===== config.mk =====
export PLATFORM = sky130hd
export DESIGN_NAME = tc_channel
export DESIGN_NICKNAME = d
export VERILOG_FILES = /design/src/rtl/tc_pkg.sv /design/src/rtl/tc_clk_select.sv /design/src/rtl/tc_count_core.sv /design/src/rtl/tc_irq_ctrl.sv /design/src/rtl/tc_channel.sv
export SDC_FILE = /design/constraint.sdc
export NUM_CORES = 1
export LEC_CHECK = 0
export CORE_ASPECT_RATIO = 1.2
export CORE_MARGIN = 1
export CORE_UTILIZATION = 47
export DETAILED_ROUTE_END_ITERATION = 6
export PLACE_DENSITY = 0.77
export SYNTH_ARGS = -nofsm -noshare
export SYNTH_HDL_FRONTEND = slang
export SYNTH_SLANG_ARGS = --single-unit

===== constraint.sdc =====
create_clock -name clk -period 2.32 [get_ports clk]
set_input_delay 0.348 -clock clk [delete_from_list [all_inputs] [get_ports clk]]
set_output_delay 0.348 -clock clk [all_outputs]
set_load 0.01 [all_outputs]

===== src/rtl/tc_pkg.sv =====
`timescale 1ns/1ps
package tc_pkg;

    localparam int DATA_W  = 32;
    localparam int ADDR_W  = 4;
    localparam int DIV_N   = 4;              // number of prescaled sources
    localparam int PRESC_W = 2 * DIV_N - 1;  // widest divider is 2**PRESC_W
    localparam int FLAG_N  = 2;
    localparam int FLAG_RC   = 0;
    localparam int FLAG_WRAP = 1;
    localparam int STAT_ACT_BIT = 8;

    typedef enum logic [ADDR_W-1:0] {
        A_MODE  = 4'd0,
        A_RA    = 4'd1,
        A_RC    = 4'd2,
        A_CMD   = 4'd3,
        A_STAT  = 4'd4,
        A_ISET  = 4'd5,
        A_ICLR  = 4'd6,
        A_IMASK = 4'd7,
        A_COUNT = 4'd8
    } reg_addr_e;

    localparam logic [2:0] SRC_SLOW = 3'd4;

    // bit 6 .. bit 0
    typedef struct packed {
        logic       rc_clear;
        logic       ra_set;
        logic       stop_rc;
        logic       auto_rst;
        logic [2:0] src;
    } mode_t;

    localparam int MODE_W = $bits(mode_t);

    typedef struct packed {
        logic restart;
        logic dis;
        logic en;
    } cmd_t;

    localparam int CMD_W = $bits(cmd_t);

    // Width of the prescaler slice whose all-ones state marks a tick.
    function automatic int div_span(input int code);
        return 2 * code + 1;
    endfunction

endpackage


===== src/rtl/tc_clk_select.sv =====
`timescale 1ns/1ps
module tc_clk_select
    import tc_pkg::*;
(
    input  logic       clk,
    input  logic       rst,
    input  logic       restart,
    input  logic [2:0] src,
    input  logic       slow_tick,
    output logic       src_tick
);
    localparam int SEL_W = $clog2(DIV_N);

    logic [PRESC_W-1:0] presc;
    logic [DIV_N-1:0]   div_tick;

    always_ff @(posedge clk) begin
        if (rst || restart) presc <= '0;
        else                presc <= presc + 1'b1;
    end

    for (genvar k = 0; k < DIV_N; k++) begin : g_div
        assign div_tick[k] = &presc[div_span(k)-1:0];
    end

    always_comb begin
        if (src < 3'(DIV_N))      src_tick = div_tick[src[SEL_W-1:0]];
        else if (src == SRC_SLOW) src_tick = slow_tick;
        else                      src_tick = 1'b0;
    end
endmodule


===== src/rtl/tc_count_core.sv =====
`timescale 1ns/1ps
module tc_count_core
    import tc_pkg::*;
#(
    parameter int CNT_W = 16
)(
    input  logic              clk,
    input  logic              rst,
    input  logic              src_tick,
    input  mode_t             mode,
    input  logic [CNT_W-1:0]  ra,
    input  logic [CNT_W-1:0]  rc,
    input  cmd_t              cmd,
    output logic [CNT_W-1:0]  count,
    output logic              clk_active,
    output logic              wave,
    output logic              tick,
    output logic [FLAG_N-1:0] flag_set
);
    localparam logic [CNT_W-1:0] CNT_MAX = '1;

    logic rc_hit, ra_hit, top_hit, reload;

    always_comb begin
        tick    = src_tick && clk_active && !cmd.restart;
        rc_hit  = tick && (count == rc);
        ra_hit  = tick && (count == ra);
        reload  = rc_hit && mode.auto_rst;
        top_hit = tick && (count == CNT_MAX) && !reload;
        flag_set            = '0;
        flag_set[FLAG_RC]   = rc_hit;
        flag_set[FLAG_WRAP] = top_hit;
    end

    always_ff @(posedge clk) begin
        if (rst)              count <= '0;
        else if (cmd.restart) count <= '0;
        else if (reload)      count <= '0;
        else if (tick)        count <= count + 1'b1;
    end

    always_ff @(posedge clk) begin
        if (rst)                          wave <= 1'b0;
        else if (rc_hit && mode.rc_clear) wave <= 1'b0;
        else if (ra_hit && mode.ra_set)   wave <= 1'b1;
    end

    always_ff @(posedge clk) begin
        if (rst)                         clk_active <= 1'b0;
        else if (cmd.dis)                clk_active <= 1'b0;
        else if (cmd.en)                 clk_active <= 1'b1;
        else if (rc_hit && mode.stop_rc) clk_active <= 1'b0;
    end
endmodule


===== src/rtl/tc_irq_ctrl.sv =====
`timescale 1ns/1ps
module tc_irq_ctrl
    import tc_pkg::*;
(
    input  logic              clk,
    input  logic              rst,
    input  logic [FLAG_N-1:0] flag_set,
    input  logic              rd_clear,
    input  logic              mask_set_we,
    input  logic              mask_clr_we,
    input  logic [FLAG_N-1:0] wbits,
    output logic [FLAG_N-1:0] flags,
    output logic [FLAG_N-1:0] mask,
    output logic              irq
);
    logic [FLAG_N-1:0] set_bits, clr_bits;

    assign set_bits = mask_set_we ? wbits : '0;
    assign clr_bits = mask_clr_we ? wbits : '0;

    always_ff @(posedge clk) begin
        if (rst) begin
            flags <= '0;
            mask  <= '0;
        end else begin
            flags <= (flags & ~{FLAG_N{rd_clear}}) | flag_set;
            mask  <= (mask | set_bits) & ~clr_bits;
        end
    end

    assign irq = |(flags & mask);
endmodule


===== src/rtl/tc_channel.sv =====
`timescale 1ns/1ps
module tc_channel
    import tc_pkg::*;
#(
    parameter int CNT_W = 16
)(
    input  logic        clk,
    input  logic        rst,
    input  logic        slow_tick,
    input  logic [3:0]  bus_addr,
    input  logic        bus_wr,
    input  logic        bus_rd,
    input  logic [31:0] bus_wdata,
    output logic [31:0] bus_rdata,
    output logic        wave_out,
    output logic        irq
);
    mode_t             mode_q;
    logic [CNT_W-1:0]  ra_q, rc_q, count;
    cmd_t              cmd;
    logic              src_tick, tick, clk_active;
    logic [FLAG_N-1:0] flag_set, flags, mask;
    logic              we_mode, we_ra, we_rc, we_cmd, we_iset, we_iclr, rd_stat;

    assign we_mode = bus_wr && (bus_addr == A_MODE);
    assign we_ra   = bus_wr && (bus_addr == A_RA);
    assign we_rc   = bus_wr && (bus_addr == A_RC);
    assign we_cmd  = bus_wr && (bus_addr == A_CMD);
    assign we_iset = bus_wr && (bus_addr == A_ISET);
    assign we_iclr = bus_wr && (bus_addr == A_ICLR);
    assign rd_stat = bus_rd && (bus_addr == A_STAT);

    assign cmd = we_cmd ? cmd_t'(bus_wdata[CMD_W-1:0]) : '0;

    always_ff @(posedge clk) begin
        if (rst) begin
            mode_q <= '0;
            ra_q   <= '0;
            rc_q   <= '0;
        end else begin
            if (we_mode) mode_q <= mode_t'(bus_wdata[MODE_W-1:0]);
            if (we_ra)   ra_q   <= bus_wdata[CNT_W-1:0];
            if (we_rc)   rc_q   <= bus_wdata[CNT_W-1:0];
        end
    end

    tc_clk_select u_sel (
        .clk       (clk),
        .rst       (rst),
        .restart   (cmd.restart),
        .src       (mode_q.src),
        .slow_tick (slow_tick),
        .src_tick  (src_tick)
    );

    tc_count_core #(.CNT_W(CNT_W)) u_core (
        .clk        (clk),
        .rst        (rst),
        .src_tick   (src_tick),
        .mode       (mode_q),
        .ra         (ra_q),
        .rc         (rc_q),
        .cmd        (cmd),
        .count      (count),
        .clk_active (clk_active),
        .wave       (wave_out),
        .tick       (tick),
        .flag_set   (flag_set)
    );

    tc_irq_ctrl u_irq (
        .clk         (clk),
        .rst         (rst),
        .flag_set    (flag_set),
        .rd_clear    (rd_stat),
        .mask_set_we (we_iset),
        .mask_clr_we (we_iclr),
        .wbits       (bus_wdata[FLAG_N-1:0]),
        .flags       (flags),
        .mask        (mask),
        .irq         (irq)
    );

    always_comb begin
        bus_rdata = '0;
        case (bus_addr)
            A_MODE:  bus_rdata = 32'(mode_q);
            A_RA:    bus_rdata = 32'(ra_q);
            A_RC:    bus_rdata = 32'(rc_q);
            A_STAT: begin
                bus_rdata[FLAG_N-1:0]   = flags;
                bus_rdata[STAT_ACT_BIT] = clk_active;
            end
            A_IMASK: bus_rdata = 32'(mask);
            A_COUNT: bus_rdata = 32'(count);
            default: bus_rdata = '0;
        endcase
    end
endmodule


Yosys cells after proc, flatten, opt, wreduce, memory -nomap -nowiden --
Index checks and enable logic that the tools add are counted.
Cells by class: $lt $le $gt $ge 2, bitwise operators 7, $add $sub $neg 2, multiplexer cells 13, equal/unequal tests 12, reductions and logical operators 29
Operators by type and width (number):
- $eq A16 B16 Y1 | 2
- $pmux W6 S4 | 1
- $pmux W7 S3 | 1
- $logic_and A1 B1 Y1 | 17
- $add A16 B1 Y16 const B | 1
- $eq A16 B16 Y1 const B | 1
- $eq A4 B3 Y1 const B | 4
- $pmux W2 S6 | 1
- $eq A4 B2 Y1 const B | 2
- $add A7 B1 Y7 const B | 1
- $reduce_and A7 Y1 | 1
- $and A2 B2 Y2 | 3
- $reduce_or A2 Y1 | 3
- $mux W1 | 5
- $reduce_and A5 Y1 | 1
- $eq A4 B1 Y1 const B | 1
- $eq A4 B4 Y1 const B | 1
- $logic_not A4 Y1 | 1
- $mux W2 | 2
- $not A2 Y2 | 2
- $or A2 B2 Y2 | 2
- $pmux W1 S4 | 1
- $eq A3 B3 Y1 const B | 1
- $lt A2 B3 Y1 const B | 1
- other kinds (8) | 9
Storage, ports and cells: input port bits 41, register bits 68

Longest topological paths before layout --
Gate-level depths: netlist of run 1.
depth after elaboration 11, depth in mapped cells 10, depth with buffers taken out 8

Modules after synthesis --
A second synthesis of run 1 with hierarchy kept.
Second synthesis, totals: cell total of the unflattened synthesis 475, area total of the unflattened synthesis 3918.8 um^2
Modules (own cells, without submodules):
- tc_channel | cells each 279, area each 2205.9 um^2, instances 1, sequential area each 780.7 um^2
- tc_count_core | cells each 145, area each 1229.9 um^2, instances 1, sequential area each 360.3 um^2
- tc_clk_select | cells each 36, area each 339.1 um^2, instances 1, sequential area each 140.1 um^2
- tc_irq_ctrl | cells each 15, area each 143.9 um^2, instances 1, sequential area each 80.1 um^2

Worst setup path before layout of run 1 --
OpenSTA, ideal clock, no wires.
kind flip-flop to flip-flop, start register u_sel.presc[0], end register u_core.count[15], cell stages (with the launch flop) 10, library setup time 0.066 ns, required time 2.254 ns, data arrival time 2.251 ns, path slack 0.003 ns, cells stage by stage dfxtp_1 ha_1 and3_1 ha_1 a21oi_1 o221a_1 a211o_1 buf_6 or4_4 a21oi_2
Between the ends: cells in the longest elaborated chain, start to end 9, elaborated cells on any way between the ends 11
Ends and longest elaborated chain:
- start, declared | RTL line tc_clk_select.sv:14 | logic [PRESC_W-1:0] presc;
- start signal, assigned | RTL line tc_clk_select.sv:19 | else presc <= presc + 1'b1;
- $reduce_and A7 Y1, or another cell as far along | RTL line tc_clk_select.sv:23 | assign div_tick[k] = &presc[div_span(k)-1:0];
- $bmux W1 S2 (*) | RTL line tc_clk_select.sv:27 | if (src < 3'(DIV_N)) src_tick = div_tick[src[SEL_W-1:0]];
- $mux W1 (implied by the code) (*) | RTL line tc_clk_select.sv:27
- $mux W1 (*) | RTL line tc_clk_select.sv:27
- $logic_and A1 B1 Y1 (*) (2 in a row) | RTL line tc_count_core.sv:25 | tick = src_tick && clk_active && !cmd.restart;
- $logic_and A1 B1 Y1 | RTL line tc_count_core.sv:26 | rc_hit = tick && (count == rc);
- $logic_and A1 B1 Y1 | RTL line tc_count_core.sv:28 | reload = rc_hit && mode.auto_rst;
- $reduce_or A3 Y1 (no source line)
- end signal, assigned | RTL line tc_count_core.sv:39 | else if (tick) count <= count + 1'b1;
- end, declared | RTL line tc_count_core.sv:14 | output logic [CNT_W-1:0] count,
Mark *: on every way between the ends. The rest lies on a longest branch, timed or not. The select of a mux whose other input is x is not followed. A chain may end at the register's enable or synchronous reset.

Final worst setup path of run 1 --
start input bus_addr[2], end output bus_rdata[3]
Between the ends: cells in the longest elaborated chain, start to end 2, elaborated cells on any way between the ends 5
Ends and longest elaborated chain:
- start, declared | RTL line tc_channel.sv:10 | input logic [3:0] bus_addr,
- $eq A4 B4 Y1, or another cell as far along | RTL line tc_channel.sv:86 | case (bus_addr)
- $pmux W6 S4 (*) | RTL line tc_channel.sv:86
- end, declared | RTL line tc_channel.sv:14 | output logic [31:0] bus_rdata,
Mark *: on every way between the ends. The rest lies on a longest branch, timed or not.

==> results of run 1 <==
==> flip-flops by register name, summed over array words and instances (netlist names) <==
| signal | count |
|---|---|
| mode_q | 7 |
| ra_q | 16 |
| rc_q | 16 |
| u_core.clk_active | 1 |
| u_core.count | 16 |
| u_core.wave | 1 |
| u_irq.flags | 2 |
| u_irq.mask | 2 |
| u_sel.presc | 7 |
==> worst min-delay path by stage <==
stage,end,cells after the start
6_report,ra_q[0]$_SDFFE_PP0P_,2
3_3_place_gp,u_irq.flags[0]$_SDFF_PP0_,2
2_1_floorplan,u_core.clk_active$_SDFFE_PP0P_,1
3_5_place_dp,rc_q[13]$_SDFFE_PP0P_,2
4_1_cts,rc_q[13]$_SDFFE_PP0P_,2
5_1_grt,rc_q[13]$_SDFFE_PP0P_,2
==> area by class of cell <==
cell class | count | share of cell area
inverters | 10 | 0.00768
clock buffers | 10 | 0.0282
repair buffers | 103 | 0.186
well taps | 92 | 0.0236
multi-input cells | 352 | 0.453
flip-flops and latches | 68 | 0.279
clock inverters | 6 | 0.0228
==> logic make-up after synthesis <==
logic type | synth area share
AOI/OAI and AO/OA | 0.184
xor gates and xnor gates | 0.0905
DFF | 0.361
buffers and inverters | 0.0802
and+or+nand+nor | 0.235
muxes | 0.0364
adders and majority gates | 0.0133
other | 0.000993
==> critical path: stages <==
cell and delay [ns]:
dlygate4sd2_1 0.26, buf_6 0.14, nor4b_4 0.35, buf_4 0.20
buf_4 0.11, buf_4 0.10, a22oi_1 0.08, nand2_1 0.10
dlygate4sd2_1 0.27
==> synth_stat cells (8+ instances only) <==
master and instances:
o21ai_0 10, xnor2_1 21, inv_1 10, nand2_1 88, buf_4 16, nor2_1 21
nand3_1 12, dfxtp_1 68, a21oi_1 47, clkbuf_1 22, xor2_1 18, buf_2 8
a222oi_1 10
==> metrics by stage <==
stage               hold WS (ns)  area, um2   util  TNS (ns)  power, uW
floorplan                  0.430       3830      -         0       1340
global placement           0.461       4540  0.586     -9.35       1440
detailed placement         0.481       4540  0.586     -8.87       1450
CTS                        0.490       4840  0.625         0       2660
global route               0.508       4880  0.630    -0.191       2740
finish                     0.488       4880  0.630         0       2650
==> where the power goes <==
group | total [uW] | switching [uW] | internal (uW)
combinational | 239 | 124 | 115
clock | 1220 | 474 | 743
sequential | 1200 | 15.2 | 1180
total | 2650 | 613 | 2040
==> per-layer routing <==
layer  wire, um  part of all wire  GRT usage
met1       4270              0.40      0.311
met5          0                 0          0
met4        359             0.034      0.137
met2       5330              0.50      0.460
met3        688             0.065     0.0370
==> repair_timing <==
action	4_1_cts	5_1_grt
endpoints found under the setup margin	26	16
setup buffers	3	4
pin swaps	8	2
gates resized for setup	30	5
cloned	2	0
==> results.ini, run 1 <==
[critical_path]
endpoint_kind = primary output
crit_path_start = bus_addr[2]
worst_ep_required_time_ns = 1.97
r2r-end = u_core.count[15]$_SDFFE_PP0N_
ff2ff_path_depth = 9
crit_path_max_fanout = 5
start_kind = primary input
cp.arrival_ns = 1.95
setup.worst_path.end = bus_rdata[3]
worstSetupPathType = primary input to primary output
rrSetupSlack_ns = 0.02
rr_startpoint = u_sel.presc[0]$_SDFF_PP0_

[floorplan]
die_h_um = 100
core-area_um2 = 7750
row_count = 35
die_w_um = 83.8
start_util = 0.487
dieArea_um2 = 8400
ios = 75

[place]
placed_cells = 616
gp_congestion = 0.944
preCtsSetupSlack_ns = -0.371
place_hpwl_mm = 7.66
port_buffers = 42

[clocking]
hold_buffers = 0
clockBufferDepth = 2
clock-root-buffer = clkbuf_8
cts_tree = yes
cts_sinks = 68
htreeDepth = 3
clk_pin_slew_ns = 0.07
clock_latency_ns = 0.35
cts_made_buffers = 9

[power]
power_per_cell_area_nw_per_um2 = 543
irDropWorstVdd_mv = 0.436
p_leak_uw = 0.00204

[drt]
vias_per_cell = 5.82
wl_per_cell_um = 16.6
firstDrtPassIters = 7
drtIter0Drc = 282
drc = 4
wl_mm = 10.6
vias = 3732
ant_nets = 0

[layout]
fill_cells = 676
syn_to_final_growth_pct = 29.4
stdcell_count = 641
fin_nets = 589
n_antenna_cell = 0
drive_gt1_frac = 0.186
seq_area_um2 = 1360
multi_input_area_um2 = 2210
layout_common_cells = 88 x nand2_1, 66 x dfxtp_1, 53 x buf_4
final_common_cell = nand2_1

[logic_synthesis]
synthCells = 463
synth_top_cell_by_area = dfxtp_1
synth_edf_count = 0
ys_seq_elements = 68
yosysUniqueCellTypes = 56
yosysSeqAreaShare = 0.361
async_reset_ff_frac = 0
postSynthAreaPerCell_um2 = 8.16
synth_flop_cell = dfxtp_1
synth_warnings = 0
yosys.area.top_type_share = 0.361
synth_area_leaders = dfxtp_1 36%, nand2_1 8.7%, a21oi_1 6.2%, xnor2_1 4.9%, xor2_1 4.2%
syn_area_um2 = 3780

[min_path]
hp-start = ra_q[0]$_SDFFE_PP0P_
worstHoldPathType = flip-flop to flip-flop

[timing]
clock_skew_ns = 0.00657
max_freq_mhz = 435
setup_viol = 0
hold_viol = 0
post-route-period-util = 0.991
fin_ws_ns = 0.0207
period_needed_ns = 2.30
rsz0062_at_grt = true
timing.final.max_slew_violations = 0

[global_routing]
gr-usage-all-layers = 0.262
grt_pass1_vias = 3525
grt_pass1_wl_mm = 17.1
grt_max_degree = 37
grt_overflow_total = 0
antenna_found_initial = 0

[job]
drv_cap = 0

[status]
violations = DRC
status = finished with violations

Power figures use the tool's default switching activity.
==> run 2: changes to the inputs <==
--- a/config.mk
+++ b/config.mk
@@ -8,6 +8,7 @@
 export CORE_ASPECT_RATIO = 1.2
 export CORE_MARGIN = 1
 export CORE_UTILIZATION = 47
+export CTS_CLUSTER_DIAMETER = 30
 export DETAILED_ROUTE_END_ITERATION = 6
 export PLACE_DENSITY = 0.77
 export SYNTH_ARGS = -nofsm -noshare
==> constraint.sdc (replaced) <==
create_clock -name clk -period 1.9 [get_ports clk]
set_input_delay 0.285 -clock clk [delete_from_list [all_inputs] [get_ports clk]]
set_output_delay 0.285 -clock clk [all_outputs]
set_load 0.01 [all_outputs]
==> results.ini, run 2 (synthesis gave the netlist of run 1 again) <==
[status]
status = finished with violations
violations = DRC, setup timing

[critical_path]
crit_path_start = u_sel.presc[1]$_SDFF_PP0_
cp.arrival_ns = 2.44  ; +0.49 ns
ff2ff_path_depth = 11  ; +2
r2r-end = u_core.count[3]$_SDFFE_PP0N_
rrSetupSlack_ns = -0.30  ; -0.32 ns
start_kind = flip-flop
endpoint_kind = flip-flop
rr_startpoint = u_sel.presc[1]$_SDFF_PP0_
crit_path_max_fanout = 6  ; +1
worstSetupPathType = flip-flop to flip-flop
worst_ep_required_time_ns = 2.14  ; +0.17 ns

[layout]
fin_util = 0.678  ; +0.0481
stdcell_count = 674  ; +5.1%
fin_nets = 622  ; +5.6%
largestRegisters = ra_q (16), rc_q (16), u_core.count (16)
drive_gt1_frac = 0.316  ; +0.130
fill_cells = 602  ; -11%
stdcell_area_um2 = 5260  ; +7.6%
n_antenna_cell = 0  ; unchanged
final_common_cell = nand2_1
syn_to_final_growth_pct = 39.2
layout_common_cells = 88 x nand2_1, 77 x buf_4, 63 x dfxtp_1

[global_routing]
grt_overflow_total = 0  ; unchanged
antenna_found_initial = 0  ; unchanged
met2_usage = 0.497  ; +0.0378
grt_pass1_vias = 3887  ; +10%
gr-usage-all-layers = 0.299  ; +0.0370
use_met1 = 0.360  ; +0.0497
grt_busiest_layer = met2
grt_pass1_wl_mm = 19.2  ; +12%
grt_max_degree = 40  ; +8.1%
grtUsageMet3 = 0.0543  ; +0.0173

[clocking]
cts_made_buffers = 9  ; unchanged
hold_buffers = 0  ; unchanged
cts_sinks = 68  ; unchanged
cts_tree = yes
clock_latency_ns = 0.36  ; about the same
clock-root-buffer = clkbuf_8
clockBufferDepth = 2  ; unchanged
htreeDepth = 3  ; unchanged
clk_pin_slew_ns = 0.08  ; about the same

[drt]
wl_per_cell_um = 18.1  ; +8.8%
ant_nets = 0  ; unchanged
wl_mm = 12.2  ; +14%
firstDrtPassIters = 7  ; unchanged
drtIter0Drc = 431  ; +53%
vias_per_cell = 5.87  ; +0.86%
vias = 3958  ; +6.1%
drc = 6  ; +2

[min_path]
worstHoldPathType = flip-flop to flip-flop
hp-start = ra_q[14]$_SDFFE_PP0P_
whs_endpoint = ra_q[14]$_SDFFE_PP0P_
min_path_cells = 2  ; unchanged

[timing]
rsz0062_at_grt = true
timing.final.max_slew_violations = 0  ; unchanged
clock_skew_ns = 0.00780  ; +0.00123 ns
max_freq_mhz = 454
setup_viol = 20  ; +20
post-route-period-util = 1.16
hold_viol = 0  ; unchanged
fin_ws_ns = -0.301  ; -0.321 ns
period_needed_ns = 2.20

[floorplan]
start_util = 0.487  ; unchanged
core-area_um2 = 7750  ; unchanged
die_h_um = 100  ; unchanged
row_count = 35  ; unchanged
die_w_um = 83.8  ; unchanged
ios = 75  ; unchanged
dieArea_um2 = 8400  ; unchanged

[power]
seqPwrFrac = 0.488  ; +0.037
p_leak_uw = 0.00217  ; +6.2%
combPwrFrac = 0.112  ; +0.022
power_per_cell_area_nw_per_um2 = 570  ; +4.9%
internal-power_uw = 2200  ; +7.9%
p_sw_uw = 794  ; +30%
irDropWorstVdd_mv = 0.459  ; +5.2%
p_clk_frac = 0.400  ; -0.059
swShare = 0.265  ; +0.0341

[job]
drv_cap = 0  ; unchanged

[place]
placed_area_um2 = 4760  ; +4.8%
gp_congestion = 0.941  ; -0.33%
placed_cells = 637  ; +3.4%
port_buffers = 42  ; unchanged
preCtsSetupSlack_ns = -0.585  ; -0.213 ns
place_hpwl_mm = 8.19  ; +6.9%

run 2: layout make-up:
type                    instances  area (um2)  share of cell area
inverters                      10        37.5             0.00714
repair buffers                136        1120               0.214
clock inverters                 7        67.6              0.0129
multi-input cells             352        2420               0.460
clock buffers                   9         124              0.0236
flip-flops and latches         68        1370               0.261
well taps                      92         115              0.0219
run 2: worst max-delay path by stage:
stage	to	depth (start not counted)	slack [ns]
final	u_core.count[3]$_SDFFE_PP0N_	11	-0.30
after global routing	u_core.count[8]$_SDFFE_PP0N_	9	-0.36
after CTS	u_core.count[12]$_SDFFE_PP0N_	9	-0.32
after detailed placement	bus_rdata[5]	6	-0.58
after global placement	bus_rdata[15]	7	-0.56
after floorplan	u_core.count[15]$_SDFFE_PP0N_	9	-0.20
run 2: through the flow:
stage | setup TNS [ns] | total power (uW) | hold WS [ns]
3_3_place_gp | -23.47 | 1770 | 0.470
6_report | -4.80 | 3000 | 0.492
4_1_cts | -4.47 | 2980 | 0.492
5_1_grt | -6.04 | 3090 | 0.513
3_5_place_dp | -26.98 | 1780 | 0.481
2_1_floorplan | -2.55 | 1640 | 0.421
run 2: power groups by stage:
| stage | Sequential (uW) | Combinational [uW] | Clock (uW) |
|---|---|---|---|
| after global routing | 1460 | 359 | 1260 |
| after detailed placement | 1490 | 286 | 0 |
| final | 1460 | 335 | 1200 |
| after CTS | 1460 | 319 | 1200 |
| after floorplan | 1490 | 155 | 0 |
| after global placement | 1490 | 282 | 0 |
run 2: critical path, stage by stage, from the launching register on:
cell and delay, ns:
dfxtp_2 0.36, ha_4 0.14, and3_4 0.20, ha_4 0.12, a21oi_2 0.05, o221a_1 0.23, a211o_1 0.28, buf_6 0.15
o31ai_4 0.21, buf_6 0.17, buf_6 0.13, a21oi_2 0.04
run 2: repair_timing:
| action | CTS | global route |
|---|---|---|
| gates cloned | 1 | 1 |
| hold endpoints to repair | 0 | 0 |
| setup endpoints to repair | 36 | 35 |
| pin swaps | 18 | 8 |
| resized for setup | 108 | 34 |
| setup buffers | 17 | 5 |
run 2: per-layer routing:
metal | wire [um] | vias to the layer above | share of wire
met2 | 5970 | 191 | 0.49
met3 | 866 | 54 | 0.071
li1 | - | 1830 | -
met5 | 0 | - | 0
met4 | 550 | 0 | 0.045
met1 | 4790 | 1883 | 0.39
==> run 3: changes to the inputs <==
--- a/config.mk
+++ b/config.mk
@@ -6,7 +6,7 @@
 export NUM_CORES = 1
 export LEC_CHECK = 0
 export CORE_ASPECT_RATIO = 1.2
-export CORE_MARGIN = 1
+export CORE_MARGIN = 3
 export CORE_UTILIZATION = 47
 export CTS_CLUSTER_DIAMETER = 30
 export DETAILED_ROUTE_END_ITERATION = 6
==> results.ini, run 3 (synthesis gave the netlist of run 1 again) <==
[layout]
fill_cells = 571  ; -5.1%
fin_nets = 621  ; -0.16%
stdcell_area_um2 = 5260  ; unchanged
final_common_cell = nand2_1
syn_to_final_growth_pct = 39.2  ; unchanged
multi_input_area_um2 = 2360  ; -2.3%
seq_area_um2 = 1370  ; +0.18%
n_antenna_cell = 0  ; unchanged
largestRegisters = ra_q (16), rc_q (16), u_core.count (16)
layout_common_cells = 87 x nand2_1, 74 x buf_4, 63 x dfxtp_1
drive_gt1_frac = 0.299  ; -0.0167

[clocking]
hold_buffers = 0  ; unchanged
clock_latency_ns = 0.35  ; about the same
clockBufferDepth = 2  ; unchanged
htreeDepth = 3  ; unchanged
cts_tree = yes
clock-root-buffer = clkbuf_8
clk_pin_slew_ns = 0.08  ; about the same
cts_sinks = 68  ; unchanged
cts_made_buffers = 9  ; unchanged

[timing]
setup_tns_ns = -5.06  ; -0.260 ns
fin_ws_ns = -0.311  ; -0.00995 ns
timing.final.max_slew_violations = 0  ; unchanged
hold_viol = 0  ; unchanged
clock_skew_ns = 0.00842  ; +0.000619 ns
max_freq_mhz = 452  ; -0.45%
post-route-period-util = 1.16  ; +0.00523
period_needed_ns = 2.21  ; +0.00995 ns
setup_viol = 20  ; unchanged
rsz0062_at_grt = true

[min_path]
hp-start = rc_q[15]$_SDFFE_PP0P_
worstHoldPathType = flip-flop to flip-flop

[place]
placed_area_um2 = 4790  ; +0.58%
port_buffers = 42  ; unchanged
place_hpwl_mm = 8.36  ; +2.1%
gp_congestion = 0.948  ; +0.73%

[critical_path]
worstSetupPathType = flip-flop to flip-flop
cp_top_family = compound AO/OA/AOI/OAI gates
endpoint_kind = flip-flop
slowest_delay_ns = 0.49  ; +0.13 ns
crit_path_start = u_sel.presc[1]$_SDFF_PP0_
crit_path_max_fanout = 13  ; +7
slowest_stage = or4_1
path_cells = ha_4 > and3_4 > ha_4 > a21oi_2 > o221a_1 > a211o_1 > buf_6 > or4_1 > a21oi_2
rr_startpoint = u_sel.presc[1]$_SDFF_PP0_
start_kind = flip-flop
cp.arrival_ns = 2.51  ; +0.07 ns
critPathBufInv = 1  ; -2
worst_ep_required_time_ns = 2.20  ; +0.06 ns

[power]
power_per_cell_area_nw_per_um2 = 595  ; +4.4%
irDropWorstVdd_mv = 0.707  ; +54%
p_leak_uw = 0.00219  ; +0.59%

[status]
violations = setup timing
status = finished with violations

[job]
drv_cap = 0  ; unchanged

[drt]
vias = 4069  ; +2.8%
vias_per_cell = 6.05  ; +3.0%
drc = 0  ; -6
wl_per_cell_um = 18.7  ; +3.8%
drtIter0Drc = 418  ; -3.0%
ant_nets = 0  ; unchanged
wl_mm = 12.6  ; +3.6%
firstDrtPassIters = 6  ; -1

[floorplan]
row_count = 35  ; unchanged
dieArea_um2 = 9150  ; +9.0%
die_w_um = 87.8  ; +4.8%
ios = 75  ; unchanged
core-area_um2 = 7750  ; unchanged
die_h_um = 104  ; +4.0%
start_util = 0.487  ; unchanged

[global_routing]
grt_max_degree = 37  ; -7.5%
grt_overflow_total = 0  ; unchanged
antenna_found_initial = 0  ; unchanged
grt_pass1_wl_mm = 20.0  ; +4.0%
gr-usage-all-layers = 0.280  ; -0.0186
grt_pass1_vias = 4028  ; +3.6%

-- run 3: per-layer routing --
| metal | up-vias | wire, um | track usage |
|---|---|---|---|
| met3 | 66 | 1050 | 0.0388 |
| li1 | 1834 | - | - |
| met4 | 0 | 785 | 0.166 |
| met1 | 1909 | 4620 | 0.343 |
| met2 | 260 | 6150 | 0.456 |
| met5 | - | 0 | 0 |
-- run 3: power breakdown --
group | switching [uW] | leakage [uW] | total, uW | internal [uW]
sequential | 19.5 | 0.000552 | 1460 | 1440
clock | 596 | 0.000109 | 1330 | 734
combinational | 175 | 0.00152 | 335 | 160
total | 790 | 0.00219 | 3130 | 2340
-- run 3: final timing paths --
path / end / slack [ns] / depth (start not counted)
min: rc_q[15]$_SDFFE_PP0P_ / 0.49 / 2
max reg2reg: u_core.count[12]$_SDFFE_PP0N_ / -0.31 / 9
min reg2reg: rc_q[15]$_SDFFE_PP0P_ / 0.49 / 2
max: u_core.count[12]$_SDFFE_PP0N_ / -0.31 / 9
-- run 3: repair_timing --
item	4_1_cts	5_1_grt
endpoints found under the setup margin	36	35
endpoints found under the hold margin	0	0
setup buffers	15	4
cloned	2	0
pin swaps	16	11
gates resized for setup	108	21
-- run 3: final cells by class --
type / instances / share of cell area
multi-input cells: 352 / 0.450
flip-flops and latches: 68 / 0.261
repair buffers: 135 / 0.219
clock buffers: 9 / 0.0236
well taps: 92 / 0.0219
clock inverters: 7 / 0.0174
inverters: 10 / 0.00714
-- run 3: through the flow --
stage	utilization	instances	setup WS (ns)	hold WS [ns]	power, uW
2_1_floorplan	-	478	-0.200	0.421	1640
3_3_place_gp	0.618	639	-0.611	0.464	1770
3_5_place_dp	0.618	639	-0.635	0.477	1780
4_1_cts	0.670	671	-0.296	0.463	3100
5_1_grt	0.678	673	-0.394	0.514	3220
6_report	0.678	673	-0.311	0.492	3130
-- run 3: worst reg2reg max path, cell delays in order, from the launching register on --
cell,delay [ns]
dfxtp_4,0.36
ha_4,0.13
and3_4,0.20
ha_4,0.12
a21oi_2,0.05
o221a_1,0.22
a211o_1,0.28
buf_6,0.16
or4_1,0.50
a21oi_2,0.14
